==> config.mk <==
export PLATFORM = sky130hd
export DESIGN_NAME = shift_seq_unit
export DESIGN_NICKNAME = d
export VERILOG_FILES = /design/src/rtl/shseq_pkg.sv /design/src/rtl/shseq_ctrl.sv /design/src/rtl/shseq_datapath.sv /design/src/rtl/shseq_flags.sv /design/src/rtl/shift_seq_unit.sv
export SDC_FILE = /design/constraint.sdc
export NUM_CORES = 1
export LEC_CHECK = 0
export BUFFER_PORTS_ARGS = -buffer_cell sky130_fd_sc_hd__buf_2
export CAP_MARGIN = 15
export CORE_ASPECT_RATIO = 0.5
export CORE_MARGIN = 10
export CORE_UTILIZATION = 42
export CTS_CLUSTER_DIAMETER = 200
export DETAILED_ROUTE_END_ITERATION = 8
export PLACE_DENSITY_LB_ADDON = 0.05
export SYNTH_ARGS = -nofsm -noshare
export SYNTH_HDL_FRONTEND = slang
export SYNTH_SLANG_ARGS = --single-unit
==> constraint.sdc <==
create_clock -name clk -period 2.6 [get_ports clk]
set_clock_uncertainty 0.05 [all_clocks]
set_input_delay 0 -clock clk [delete_from_list [all_inputs] [get_ports clk]]
set_output_delay 0 -clock clk [all_outputs]
set_load 0.02 [all_outputs]
==> src/rtl/shseq_pkg.sv <==
package shseq_pkg;

    localparam int WORD_W    = 16;
    localparam int BYTE_W    = 8;
    localparam int CNT_W     = 5;
    localparam int RAW_CNT_W = 8;
    localparam int NFLAGS    = 5;
    localparam int PAD_W     = WORD_W - BYTE_W;

    typedef enum logic [1:0] {
        OP_SHL     = 2'd0,
        OP_SAR     = 2'd1,
        OP_SHR     = 2'd2,
        OP_SHR_ALT = 2'd3
    } shop_e;

    typedef enum logic {
        ST_IDLE = 1'b0,
        ST_RUN  = 1'b1
    } state_e;

    // bit 4 down to bit 0
    typedef struct packed {
        logic ov;
        logic sg;
        logic zr;
        logic pa;
        logic cy;
    } flags_t;

    typedef struct packed {
        logic [WORD_W-1:0] val;
        logic              out;
    } step_t;

    function automatic logic [WORD_W-1:0] fit_width(input logic wide, input logic [WORD_W-1:0] v);
        return wide ? v : {{PAD_W{1'b0}}, v[BYTE_W-1:0]};
    endfunction

    function automatic logic top_of(input logic wide, input logic [WORD_W-1:0] v);
        return wide ? v[WORD_W-1] : v[BYTE_W-1];
    endfunction

    function automatic logic second_of(input logic wide, input logic [WORD_W-1:0] v);
        return wide ? v[WORD_W-2] : v[BYTE_W-2];
    endfunction

    function automatic logic even_parity(input logic [BYTE_W-1:0] b);
        return ~^b;
    endfunction

    // One bit step of the selected operation at the selected width.
    function automatic step_t shift_once(input shop_e op, input logic wide, input logic [WORD_W-1:0] v);
        step_t s;
        s = '0;
        case (op)
            OP_SHL: begin
                s.out = top_of(wide, v);
                s.val = fit_width(wide, {v[WORD_W-2:0], 1'b0});
            end
            OP_SAR: begin
                s.out = v[0];
                if (wide) s.val = {v[WORD_W-1], v[WORD_W-1:1]};
                else      s.val = {{PAD_W{1'b0}}, v[BYTE_W-1], v[BYTE_W-1:1]};
            end
            default: begin
                s.out = v[0];
                if (wide) s.val = {1'b0, v[WORD_W-1:1]};
                else      s.val = {{PAD_W{1'b0}}, 1'b0, v[BYTE_W-1:1]};
            end
        endcase
        return s;
    endfunction

endpackage

==> src/rtl/shseq_ctrl.sv <==
module shseq_ctrl
    import shseq_pkg::*;
#(
    parameter int CW  = CNT_W,
    parameter int RCW = RAW_CNT_W
) (
    input  logic           clk,
    input  logic           rst,
    input  logic           start,
    input  logic [RCW-1:0] raw_count,
    output logic           load,
    output logic           zero_req,
    output logic           step_en,
    output logic           last_step,
    output logic           single,
    output logic           busy
);

    logic [CW-1:0] eff;
    logic [CW-1:0] cnt_q;
    state_e        state_q;
    logic          unused_cnt_hi;

    assign eff           = raw_count[CW-1:0];
    assign unused_cnt_hi = ^raw_count[RCW-1:CW];

    assign busy      = (state_q == ST_RUN);
    assign load      = start && !busy;
    assign zero_req  = load && (eff == '0);
    assign step_en   = busy;
    assign last_step = busy && (cnt_q == CW'(1));

    always_ff @(posedge clk) begin
        if (rst) begin
            state_q <= ST_IDLE;
            cnt_q   <= '0;
            single  <= 1'b0;
        end else begin
            case (state_q)
                ST_IDLE: begin
                    if (load && (eff != '0)) begin
                        state_q <= ST_RUN;
                        cnt_q   <= eff;
                        single  <= (eff == CW'(1));
                    end
                end
                default: begin
                    cnt_q <= cnt_q - 1'b1;
                    if (cnt_q == CW'(1)) state_q <= ST_IDLE;
                end
            endcase
        end
    end

    // one step per clock while more than one remains
    a_r5_one_step_per_clock: assert property (@(posedge clk) disable iff (rst)
        (busy && (cnt_q > CW'(1))) |=> (busy && (cnt_q == $past(cnt_q) - 1'b1)));

    // a run starts with the low count bits only
    a_r1_count_masked: assert property (@(posedge clk) disable iff (rst)
        (load && !zero_req) |=> (cnt_q == $past(raw_count[CW-1:0])));

    // the last step returns the unit to idle
    a_r5_idle_after_last: assert property (@(posedge clk) disable iff (rst)
        last_step |=> !busy);

endmodule

==> src/rtl/shseq_datapath.sv <==
module shseq_datapath
    import shseq_pkg::*;
#(
    parameter int W = WORD_W,
    parameter int B = BYTE_W
) (
    input  logic         clk,
    input  logic         rst,
    input  logic         load,
    input  logic         step_en,
    input  shop_e        op_in,
    input  logic         wide_in,
    input  logic [W-1:0] operand,
    output logic [W-1:0] work_q,
    output shop_e        op_q,
    output logic         wide_q,
    output logic         orig_top_q,
    output logic         orig_second_q,
    output step_t        nxt
);

    assign nxt = shift_once(op_q, wide_q, work_q);

    always_ff @(posedge clk) begin
        if (rst) begin
            work_q        <= '0;
            op_q          <= OP_SHL;
            wide_q        <= 1'b0;
            orig_top_q    <= 1'b0;
            orig_second_q <= 1'b0;
        end else if (load) begin
            work_q        <= fit_width(wide_in, operand);
            op_q          <= op_in;
            wide_q        <= wide_in;
            orig_top_q    <= top_of(wide_in, operand);
            orig_second_q <= second_of(wide_in, operand);
        end else if (step_en) begin
            work_q <= nxt.val;
        end
    end

    // a left step leaves bit 0 clear
    a_r2_low_fill: assert property (@(posedge clk) disable iff (rst)
        (step_en && op_q == OP_SHL) |=> (work_q[0] == 1'b0));

    // an arithmetic right step keeps the top bit
    a_r3_sign_kept: assert property (@(posedge clk) disable iff (rst)
        (step_en && op_q == OP_SAR) |=> (top_of(wide_q, work_q) == $past(top_of(wide_q, work_q))));

    // a logical right step clears the top bit
    a_r4_high_fill: assert property (@(posedge clk) disable iff (rst)
        (step_en && (op_q == OP_SHR || op_q == OP_SHR_ALT)) |=> (top_of(wide_q, work_q) == 1'b0));

    // byte mode never carries data above the low byte
    a_r12_byte_upper_clear: assert property (@(posedge clk) disable iff (rst)
        !wide_q |-> (work_q[W-1:B] == '0));

endmodule

==> src/rtl/shseq_flags.sv <==
module shseq_flags
    import shseq_pkg::*;
#(
    parameter int W = WORD_W,
    parameter int B = BYTE_W
) (
    input  shop_e        op,
    input  logic         wide,
    input  logic [W-1:0] val,
    input  logic         cout,
    input  logic         single,
    input  logic         orig_top,
    input  logic         orig_second,
    input  flags_t       fin,
    output flags_t       fl,
    output flags_t       we
);

    logic ov_calc;

    always_comb begin
        case (op)
            OP_SHL:  ov_calc = orig_top ^ orig_second;
            OP_SAR:  ov_calc = 1'b0;
            default: ov_calc = orig_top;
        endcase
    end

    always_comb begin
        fl.cy = cout;
        fl.pa = even_parity(val[B-1:0]);
        fl.zr = wide ? (val == '0) : (val[B-1:0] == '0);
        fl.sg = top_of(wide, val);
        fl.ov = single ? ov_calc : fin.ov;
        we    = '{ov: single, sg: 1'b1, zr: 1'b1, pa: 1'b1, cy: 1'b1};
    end

    // a zero result cannot carry a set sign bit
    always_comb begin
        a_r8_zero_sign_excl: assert (!(fl.zr && fl.sg));
    end

endmodule

==> src/rtl/shift_seq_unit.sv <==
module shift_seq_unit
    import shseq_pkg::*;
(
    input  logic                 clk,
    input  logic                 rst,
    input  logic                 start,
    input  logic [1:0]           op,
    input  logic                 wide,
    input  logic [WORD_W-1:0]    operand,
    input  logic [RAW_CNT_W-1:0] count,
    input  logic [NFLAGS-1:0]    flags_in,
    output logic [WORD_W-1:0]    result,
    output logic [NFLAGS-1:0]    flags_out,
    output logic [NFLAGS-1:0]    flags_we,
    output logic                 done
);

    logic              load, zero_req, step_en, last_step, single, busy;
    logic [WORD_W-1:0] work_q;
    shop_e             op_q;
    logic              wide_q, orig_top_q, orig_second_q;
    step_t             nxt;
    flags_t            fin_q, fl_calc, we_calc;

    shseq_ctrl #(.CW(CNT_W), .RCW(RAW_CNT_W)) i_ctrl (
        .clk       (clk),
        .rst       (rst),
        .start     (start),
        .raw_count (count),
        .load      (load),
        .zero_req  (zero_req),
        .step_en   (step_en),
        .last_step (last_step),
        .single    (single),
        .busy      (busy)
    );

    shseq_datapath #(.W(WORD_W), .B(BYTE_W)) i_dp (
        .clk           (clk),
        .rst           (rst),
        .load          (load),
        .step_en       (step_en),
        .op_in         (shop_e'(op)),
        .wide_in       (wide),
        .operand       (operand),
        .work_q        (work_q),
        .op_q          (op_q),
        .wide_q        (wide_q),
        .orig_top_q    (orig_top_q),
        .orig_second_q (orig_second_q),
        .nxt           (nxt)
    );

    shseq_flags #(.W(WORD_W), .B(BYTE_W)) i_flags (
        .op          (op_q),
        .wide        (wide_q),
        .val         (nxt.val),
        .cout        (nxt.out),
        .single      (single),
        .orig_top    (orig_top_q),
        .orig_second (orig_second_q),
        .fin         (fin_q),
        .fl          (fl_calc),
        .we          (we_calc)
    );

    always_ff @(posedge clk) begin
        if (rst) begin
            fin_q     <= '0;
            result    <= '0;
            flags_out <= '0;
            flags_we  <= '0;
            done      <= 1'b0;
        end else begin
            done <= 1'b0;
            if (load) fin_q <= flags_t'(flags_in);
            if (zero_req) begin
                result    <= fit_width(wide, operand);
                flags_out <= flags_in;
                flags_we  <= '0;
                done      <= 1'b1;
            end else if (last_step) begin
                result    <= nxt.val;
                flags_out <= fl_calc;
                flags_we  <= we_calc;
                done      <= 1'b1;
            end
        end
    end

    // a zero count completes next cycle with no flag written
    a_r7_zero_count_quiet: assert property (@(posedge clk) disable iff (rst)
        zero_req |=> (done && flags_we == '0));

    // overflow is only written together with the other flags
    a_r6_ov_with_rest: assert property (@(posedge clk) disable iff (rst)
        flags_we[4] |-> (flags_we[3:0] == 4'hF));

    // multi-step runs pass the incoming overflow through
    a_r9_ov_kept_multi: assert property (@(posedge clk) disable iff (rst)
        (done && flags_we[0] && !flags_we[4]) |-> (flags_out[4] == fin_q.ov));

    // outputs hold between completions
    a_r11_hold: assert property (@(posedge clk) disable iff (rst)
        (!zero_req && !last_step) |=> ($stable(result) && $stable(flags_out) && $stable(flags_we) && !done));

    // a strobe during a run leaves the latched operation alone
    a_r11_busy_keeps_op: assert property (@(posedge clk) disable iff (rst)
        (busy && start) |=> $stable(op_q));

endmodule

==> run_results.csv <==
group,metric,value,unit
die,rows,20,
sta,finalHoldViolations,0,
die,die_h,77.7,um
sta,slew_viol_final,0,
power,peakVddDrop,310,uV
critical_path,startpoint_type,"flop",
critical_path,worstSetupEndpointType,"flop",
cells_and_area,synthToLayoutAreaGrowth,23.5,%
critical_path,r2r-end,"flags_out[2]",
hold_path,hold_path_class,"input port to flop",
synthesis,syn-num-nets,369,
sta,setup_violations,0,
critical_path,r2r-start,"i_dp.op_q[0]",
critical_path,endpoint,"flags_out[2]",
cells_and_area,antenna_cells,0,
sta,tightest_slew,0.556,ns
placement,io_buffers,58,
detailed_routing,vias,2752,
clock_network,clock-sinks,53,
die,core-area,6260,sq um
critical_path,cpPeakStageDelay,0.48,ns
sta,rsz0062_at_grt,"false",
die,io_pins,62,
cells_and_area,nNetsFinal,431,
detailed_routing,drc,0,
clock_network,h-tree-depth,2,
detailed_routing,ant_nets,0,
grt,grt_pass1_vias,2698,
critical_path,critPathLaunch,"i_dp.op_q[0]",
synthesis,synth.distinct_cells,47,
detailed_routing,post_drt_wl_per_cell,18.0,um
critical_path,rrSetupSlack,0.37,ns
critical_path,critPathSlowestCell,"or4_1",
power,p_leak,1.38,nW
grt,antenna_found_initial,0,
placement,dp_hpwl,5840,um
cells_and_area,finish.utilization,55.3,%
grt,grt_util_met2,24.1,%
synthesis,ys.flop_type,"dfxtp_1",
die,die_width,135,um
cells_and_area,stdcell_area,3460,sq um
sta,max_freq,449,MHz
synthesis,ys_async_sr_fraction,0,%
detailed_routing,vias_per_cell,5.77,
critical_path,crit_chain,"or2_2 -> mux2i_1 -> ha_1 -> nand4_1 -> or4_1 -> o31ai_1",
detailed_routing,drt_wl_total,8590,um
clock_network,cts_buffers,5,
critical_path,critPathKind,"flop to flop",
critical_path,arrival,2.38,ns
placement,dp_slack,0.388,ns
grt,gr-total-overflow,0,
clock_network,post_cts_buffers,0,
critical_path,cp_max_fo,10,
sta,fin_crit_sh,85.6,%
cells_and_area,fillCellCount,609,
synthesis,synth-edff-count,0,
run_status,status,"finished clean",
synthesis,yosysWarnings,0,
synthesis,syn_area,2800,sq um
critical_path,crit_required,2.75,ns
placement,dpl_cell_area,3130,sq um
placement,place_congestion,0.887,
detailed_routing,drtIter0Drc,201,
die,die_area,10500,sq um
critical_path,rr_worst_depth,6,
run,drv_cap,0,
clock_network,cts_tree,"yes",
clock_network,worstSkewPairLatency,0.30,ns
synthesis,postSynthAreaPerCell,8.54,sq um
power,p_per_area,557,nW/um^2
detailed_routing,drtPass1Iterations,4,
grt,grt_most_used_layer,"met2",
clock_network,path_clk_slew,0.07,ns
grt,grt_start_max_net_pins,46,
grt,grt_use_met1,22.1,%
sta,final.min_clock_period,2.23,ns
grt,track_usage,16.0,%
sta,setup_tns,0,ns
grt,grt_pass1_wl,13900,um
clock_network,cts_buffer_depth,2,
die,start_util,44.8,%
sta,setup_slack,0.373,ns
sta,relSlewSlack,62.9,%
synthesis,seq_area_frac_synth,37.9,%
cells_and_area,layout-drive-gt1-share,21.1,%
clock_network,clock-root-buffer,"clkbuf_16",
synthesis,synth_cells,328,
synthesis,ys_ff_latch,53,
grt,grtUsageMet3,4.37,%
[per-stage QoR]
step / total power, mW / hold WS [ns] / std cells
floorplan: 1.18 / 0.0804 / 328
global placement: 1.28 / 0.181 / 451
detailed placement: 1.29 / 0.191 / 451
CTS: 1.94 / 0.000702 / 477
global route: 2.03 / 0.00495 / 477
finish: 1.93 / 0.00197 / 477
[cells in the final DEF (no fill, tap or decap), types with 2 or more instances in the layout]
master         netlist  final
buf_2                7     58
dfxtp_1             53     53
nand3_1             30     30
a21oi_1             29     29
a211oi_1            25     25
dlygate4sd3_1        0     20
nand2_1             19     19
mux2i_1             15     15
nor2b_1             12     12
nor2_1              12     12
buf_4                4     12
nand2b_1            10     10
nor3_1               8      8
a2bb2oi_1            8      8
o21ai_0              7      7
a32oi_1              7      7
ha_1                 6      6
inv_1                5      5
clkbuf_16            0      5
xnor2_1              4      4
o211a_1              4      4
a311oi_1             3      3
or4_1                3      3
nor4_1               3      3
o211ai_1             3      3
a31oi_1              3      3
nand4bb_1            2      2
nor3b_1              2      2
o31ai_1              2      2
a221oi_1             2      2
[cells in the mapped netlist (3+ instances only)]
cell type	n	area [sq um]
clkbuf_1	21	78.8
a21oi_1	29	145
nand3_1	30	150
buf_2	7	35.0
dfxtp_1	53	1060
nor2_1	12	45.0
nor4_1	3	18.8
inv_1	5	18.8
nor2b_1	12	75.1
a32oi_1	7	61.3
or4_1	3	22.5
mux2i_1	15	150
nand2_1	19	71.3
nand2b_1	10	62.6
o211ai_1	3	22.5
a211oi_1	25	188
buf_4	4	30.0
ha_1	6	75.1
a31oi_1	3	18.8
a2bb2oi_1	8	70.1
nor3_1	8	40.0
a311oi_1	3	26.3
o211a_1	4	40.0
o21ai_0	7	35.0
xnor2_1	4	35.0
[repair_timing]
| action | 4_1_cts | 5_1_grt |
|---|---|---|
| hold endpoints to repair | 23 | 0 |
| gates resized for setup | 0 | 0 |
| hold buffers | 20 | 0 |
[worst min path at each step]
stage	cells past startpoint	start	endpoint
after CTS	3	operand[15]	i_dp.orig_top_q
after global routing	3	operand[15]	i_dp.orig_top_q
final	3	operand[14]	i_dp.orig_second_q
after floorplan	2	flags_in[3]	flags_out[3]
after detailed placement	3	flags_in[3]	flags_out[3]
after global placement	3	flags_in[3]	flags_out[3]
[worst max-delay path: cells and delay by family, from the launching register on]
kind / cells / cell delay (ns)
AND/OR/NAND/NOR: 3 / 1.05
AO/OA/AOI/OAI: 1 / 0.19
adder cells (fa/ha/maj): 1 / 0.22
multiplexers: 1 / 0.32
flip-flops: 1 / 0.31
[layer usage]
metal	part of all wire (%)	wire, um
met1	48	4160
met2	43	3720
met3	7.1	607
met4	1.2	99
met5	0	0
[power by group]
group / leakage (nW) / switching, mW / internal (mW)
Clock: 0.0655 / 0.285 / 0.345
Sequential: 0.433 / 0.0431 / 0.858
Combinational: 0.885 / 0.214 / 0.181
[cells by family (layout without fill, tap and decap cells)]
group                    after synthesis  count (layout)  share of synthesized area (%)
adder cells (fa/ha/maj)                6               6                           2.68
multiplexers                          15              15                           5.36
AO/OA/AOI/OAI                        100             100                           25.4
AND/OR/NAND/NOR                      109             109                           20.8
flip-flops                            53              53                           37.9
buffers and inverters                 41             102                           6.61
XOR/XNOR                               4               4                           1.25
[cell type report]
type                    instances  area, sq um  share of cell area [%]
clock inverters                 1         5.00                   0.145
flip-flops and latches         53         1060                    30.7
inverters                       6         22.5                   0.651
clock buffers                   5          125                    3.62
well taps                      88          110                    3.18
repair buffers                 90          581                    16.8
multi-input cells             234         1550                    44.9
[registers in the layout (all words and copies together) (netlist names), 2 cells and up]
register / count
i_dp.work_q: 16
flags_out: 5
i_dp.op_q: 2
i_ctrl.cnt_q: 5
result: 16
flags_we: 2
No activity file was read; power rests on OpenSTA's default activity.
